[src/rtl/burst_sched_pkg.sv]
package burst_sched_pkg;

  typedef enum logic [1:0] {
    ST_HOLD   = 2'd0,
    ST_LAUNCH = 2'd1,
    ST_BUSY   = 2'd2,
    ST_GAP    = 2'd3
  } schedState_t;

  typedef struct packed {
    logic gapLoad;   // load the gap counter at burst completion
    logic gapFast;   // pick the short gap for the load
    logic gapStep;   // count one tick of the gap
    logic modeLoad;  // refresh the mode flag
    logic modeFast;  // value for the mode flag
  } schedStrobe_t;

endpackage

[src/rtl/burst_sched_dp.sv]
module burst_sched_dp
  import burst_sched_pkg::*;
#(
  parameter int unsigned FAST_GAP = 3,
  parameter int unsigned SLOW_GAP = 85
) (
  input  logic         clk,
  input  logic         rstN,
  input  schedStrobe_t ctl,
  output logic         gapLast,
  output logic         fastMode
);

  localparam int unsigned GAP_MAX = (FAST_GAP > SLOW_GAP) ? FAST_GAP : SLOW_GAP;
  localparam int unsigned CW      = $clog2(GAP_MAX + 1);
  localparam logic [CW-1:0] FAST_LD = CW'(FAST_GAP);
  localparam logic [CW-1:0] SLOW_LD = CW'(SLOW_GAP);

  logic [CW-1:0] gapCnt;

  always_ff @(posedge clk) begin
    if (!rstN) begin
      gapCnt <= '0;
    end else if (ctl.gapLoad) begin
      gapCnt <= ctl.gapFast ? FAST_LD : SLOW_LD;
    end else if (ctl.gapStep && (gapCnt != '0)) begin
      gapCnt <= gapCnt - 1'b1;
    end
  end

  always_ff @(posedge clk) begin
    if (!rstN) begin
      fastMode <= 1'b0;
    end else if (ctl.modeLoad) begin
      fastMode <= ctl.modeFast;
    end
  end

  assign gapLast = (gapCnt == CW'(1));


  gap_underflow_chk: assert property (@(posedge clk) disable iff (!rstN)
    ctl.gapStep |-> (gapCnt != '0));


  gap_load_chk: assert property (@(posedge clk) disable iff (!rstN)
    ctl.gapLoad |=> (gapCnt != '0));


  mode_hold_chk: assert property (@(posedge clk) disable iff (!rstN)
    !ctl.modeLoad |=> $stable(fastMode));

endmodule

[src/rtl/burst_sched_ctl.sv]
module burst_sched_ctl
  import burst_sched_pkg::*;
(
  input  logic         clk,
  input  logic         rstN,
  input  logic         outOn,
  input  logic         touchPending,
  input  logic         touchConfirmed,
  input  logic         inhibit,
  input  logic         burstDone,
  input  logic         msTick,
  input  logic         gapLast,
  output schedStrobe_t ctl,
  output logic         burstStart
);

  schedState_t state, stateNxt;
  logic        wantFast;

  assign wantFast = outOn | touchPending | touchConfirmed;

  always_comb begin
    stateNxt = state;
    unique case (state)
      ST_HOLD:   if (!inhibit) stateNxt = ST_LAUNCH;
      ST_LAUNCH: stateNxt = ST_BUSY;
      ST_BUSY:   if (burstDone) stateNxt = inhibit ? ST_HOLD : ST_GAP;
      ST_GAP: begin
        if (inhibit)                 stateNxt = ST_HOLD;
        else if (msTick && gapLast)  stateNxt = ST_LAUNCH;
      end
      default:   stateNxt = ST_HOLD;
    endcase
  end

  always_ff @(posedge clk) begin
    if (!rstN) state <= ST_HOLD;
    else       state <= stateNxt;
  end

  always_comb begin
    ctl          = '0;
    ctl.gapLoad  = (state == ST_BUSY) && burstDone;
    ctl.gapFast  = wantFast;
    ctl.gapStep  = (state == ST_GAP) && msTick && !inhibit;
    ctl.modeLoad = (state == ST_BUSY) && burstDone;
    ctl.modeFast = wantFast;
  end

  assign burstStart = (state == ST_LAUNCH);


  start_inhibit_chk: assert property (@(posedge clk) disable iff (!rstN)
    burstStart |-> !$past(inhibit));


  start_pulse_chk: assert property (@(posedge clk) disable iff (!rstN)
    burstStart |=> !burstStart);


  hold_release_chk: assert property (@(posedge clk) disable iff (!rstN)
    (state == ST_HOLD && !inhibit) |=> burstStart);

endmodule

[src/rtl/burst_sched.sv]
module burst_sched
  import burst_sched_pkg::*;
#(
  parameter int unsigned FAST_GAP = 3,
  parameter int unsigned SLOW_GAP = 85
) (
  input  logic clk,
  input  logic rstN,
  input  logic outOn,
  input  logic touchPending,
  input  logic touchConfirmed,
  input  logic inhibit,
  input  logic burstDone,
  input  logic msTick,
  output logic burstStart,
  output logic fastMode
);

  schedStrobe_t ctl;
  logic         gapLast;

  burst_sched_ctl u_ctl (
    .clk            (clk),
    .rstN           (rstN),
    .outOn          (outOn),
    .touchPending   (touchPending),
    .touchConfirmed (touchConfirmed),
    .inhibit        (inhibit),
    .burstDone      (burstDone),
    .msTick         (msTick),
    .gapLast        (gapLast),
    .ctl            (ctl),
    .burstStart     (burstStart)
  );

  burst_sched_dp #(
    .FAST_GAP (FAST_GAP),
    .SLOW_GAP (SLOW_GAP)
  ) u_dp (
    .clk      (clk),
    .rstN     (rstN),
    .ctl      (ctl),
    .gapLast  (gapLast),
    .fastMode (fastMode)
  );

endmodule

[config.mk]
export PLATFORM = sky130hd
export DESIGN_NAME = burst_sched
export DESIGN_NICKNAME = d
export VERILOG_FILES = /design/src/rtl/burst_sched_pkg.sv /design/src/rtl/burst_sched_dp.sv /design/src/rtl/burst_sched_ctl.sv /design/src/rtl/burst_sched.sv
export SDC_FILE = /design/constraint.sdc
export NUM_CORES = 1
export LEC_CHECK = 0
export BUFFER_PORTS_ARGS = -buffer_cell sky130_fd_sc_hd__buf_2
export CORE_UTILIZATION = 40
export DETAILED_ROUTE_END_ITERATION = 16
export MAX_ROUTING_LAYER = met4
export SLEW_MARGIN = 10
export SYNTH_ARGS = -nofsm -noshare
export SYNTH_HDL_FRONTEND = slang
export SYNTH_SLANG_ARGS = --single-unit
[constraint.sdc]
create_clock -name clk -period 2.1 [get_ports clk]
set_clock_uncertainty 0.2 [all_clocks]
set_input_delay 0.105 -clock clk [delete_from_list [all_inputs] [get_ports clk]]
set_output_delay 0.105 -clock clk [all_outputs]
set_load 0.01 [all_outputs]
==> flow_summary.yaml <==
status:
  status: "complete, no violations"
hold_path:
  hp-start: "burstDone"
  hold_class: "input port to register"
  hold_end: "u_ctl.state[1]"
  hold_depth: 3
die:
  dieArea_um2: 1550
  io_pins: 10
  start_util_pct: 43.0
  fp-row-count: 13
  core_area_um2: 1300
  die-width_um: 39.4
  die_y_um: 39.4
power_and_ir_drop:
  p_leak_nw: 0.286
  pwr_density_cell_nw_per_um2: 680
  vdd_drop_max_uv: 342
yosys:
  yosysMostFrequentCell: "dfxtp_1"
  syn_nets: 71
  yosysTopAreaCell: "dfxtp_1"
  avgSynthCellArea_um2: 9.17
  synth_top_cell_area_share_pct: 35.8
  synth_area_um2: 559
  yosys-top-cells-count: "dfxtp_1, nand2_1, nor2_1, a21oi_1, inv_1"
  ys_ff_latch: 10
  ys_seq_area_share_pct: 35.8
  ys_async_sr_fraction_pct: 0
  yosysWarnings: 0
  synth_edf_count: 0
  synthTopCellsByArea: "dfxtp_1, ha_1, nand2_1"
  synth_ff_type: "dfxtp_1"
  synth_cell_types: 33
  synthCells: 61
finish:
  finalNetCount: 87
  fill_cells: 128
  synthToLayoutAreaGrowth_pct: 22.4
  layout-drive-gt1-share_pct: 25.0
  antenna_cells: 0
timing:
  fin_tns_setup_ns: 0
  period_minus_slack_ns: 1.93
  tightest_slew_ns: 0.745
  setup_viol: 0
  rsz0062_at_grt: "no"
  slew-limit-headroom_pct: 49.9
  fmax_ghz: 0.517
  slew_viol_final: 0
  final-hold-violation-count: 0
  period_share_pct: 92.1
  worst_slack_ns: 0.166
placed_design:
  dpl_worst_slack_ns: 0.198
  portBuffers: 9
  gp_congestion: 0.767
  place_hpwl_um: 798
clock_tree:
  clock_latency_ns: 0.27
  cts.sinks: 10
  cts-root-buf: "clkbuf_4"
  h-tree-depth: 1
  holdBufCountCts: 3
  cts_buffers: 3
  ctsResizeCount: 0
  cts.path.max_buffers: 2
  clk_transition_reported_paths_ns: 0.06
  post_cts_buffers: 0
  cts_tree: "done"
critical_path:
  r2r_slack_ns: 0.17
  path_class: "register to register"
  critPathMaxStageDelay_ns: 0.42
  cp_cell_sequence: "inv_1 > ha_1 > or3b_4 > o21a_4 > a211oi_1 > a311oi_1"
  arrival_ns: 1.87
  critPathCaptureType: "register"
  cp_num_buf_inv: 1
  r2r_start: "u_dp.gapCnt[0]"
  reg2reg_to: "u_dp.gapCnt[2]"
  reg2regPathDepth: 6
  startpoint_type: "register"
  cp_num_cells: 6
  required_ns: 2.04
  critPathMaxFanout: 7
  crit_slowest_cell: "or3b_4"
  critical-path-top-delay-family: "compound AO/OA/AOI/OAI gates"
grt:
  grt_overflow_total: 0
  antenna_found_initial: 0
  grt_pass1_wl_mm: 1.99
  first_global_vias: 451
  gr-usage-all-layers_pct: 20.4
  grt_max_degree: 10
drt:
  first_pass_iters: 4
  drc: 0
  vias: 488
  drt_iter0_drc: 13
  routed_wl_mm: 1.13
  ant_nets: 0
  wire_per_inst_um: 12.4
  viasPerCell: 5.36
run:
  maxCapViolCount: 0
==> placed cells by master, fill, tap and decap left out, types with 2 or more instances in the layout <==
cell type,synthesis,final
xor2_1,2,2
nor2_1,4,4
clkbuf_4,0,3
a311oi_1,2,2
buf_2,1,9
a211oi_1,2,2
o31ai_1,2,2
nor3_1,2,2
nand2b_1,2,2
nand2_1,5,5
nor3b_1,2,2
dlygate4sd3_1,0,3
ha_1,2,2
dfxtp_1,10,10
a21oi_1,3,3
inv_1,3,3
==> how the worst max path moves through the flow <==
stage / startpoint / end / slack, ns
3_5_place_dp: u_dp.gapCnt[1] / u_dp.gapCnt[4] / 0.20
4_1_cts: u_dp.gapCnt[1] / u_dp.gapCnt[4] / 0.17
6_report: u_dp.gapCnt[0] / u_dp.gapCnt[2] / 0.17
5_1_grt: u_dp.gapCnt[0] / u_dp.gapCnt[2] / 0.08
3_3_place_gp: u_dp.gapCnt[1] / u_dp.gapCnt[4] / 0.22
2_1_floorplan: u_dp.gapCnt[0] / u_dp.gapCnt[4] / 0.27
==> flip-flops by register name, summed over array words and instances (netlist names) <==
name	count
u_ctl.state	2
u_dp.gapCnt	7
u_dp.fastMode	1
==> cell families after synthesis <==
group | after synthesis | share of synthesized area (%)
AOI/OAI and AO/OA | 18 | 25.9
xor gates and xnor gates | 2 | 3.13
adders and majority gates | 2 | 4.47
buffers and inverters | 4 | 2.91
DFF | 10 | 35.8
and+or+nand+nor | 25 | 27.7
==> worst register-to-register path, cell delays in order, from the launching register on <==
cell,delay [ns]
dfxtp_1,0.35
inv_1,0.07
ha_1,0.19
or3b_4,0.42
o21a_4,0.23
a211oi_1,0.27
a311oi_1,0.08
==> layer usage <==
layer / global-route usage [%] / part of all wire [%]
met5: - / 0
met4: 5.17 / 0.88
met3: 8.52 / 5.0
met2: 32.1 / 43
met1: 24.0 / 51
==> area by class of cell <==
cell class                      instances  area [um^2]  area share (%)
Inverter                                3         11.3            1.65
Sequential cell                        10          200            29.3
Clock buffer                            4         36.3            5.30
Multi-Input combinational cell         47          343            50.1
Timing Repair Buffer                   12         75.1            11.0
Tap cell                               15         18.8            2.74
==> through the flow <==
step / total power [W] / hold slack, ns / cells / instance area (um^2) / utilization [%]
6_report: 0.000466 / 0.0515 / 91 / 684 / 52.6
5_1_grt: 0.000494 / 0.0823 / 91 / 684 / 52.6
4_1_cts: 0.000471 / 0.0449 / 91 / 684 / 52.6
3_5_place_dp: 0.000289 / 0.122 / 84 / 618 / 47.5
3_3_place_gp: 0.000289 / 0.120 / 84 / 618 / 47.5
2_1_floorplan: 0.000267 / -0.0183 / 61 / 559 / -
==> report_power, final <==
part	total [W]	internal [W]	switching, W
combinational	0.0000801	0.0000399	0.0000403
sequential	0.000210	0.000200	0.0000105
clock	0.000175	0.000105	0.0000698
Power figures use the tool's default switching activity.
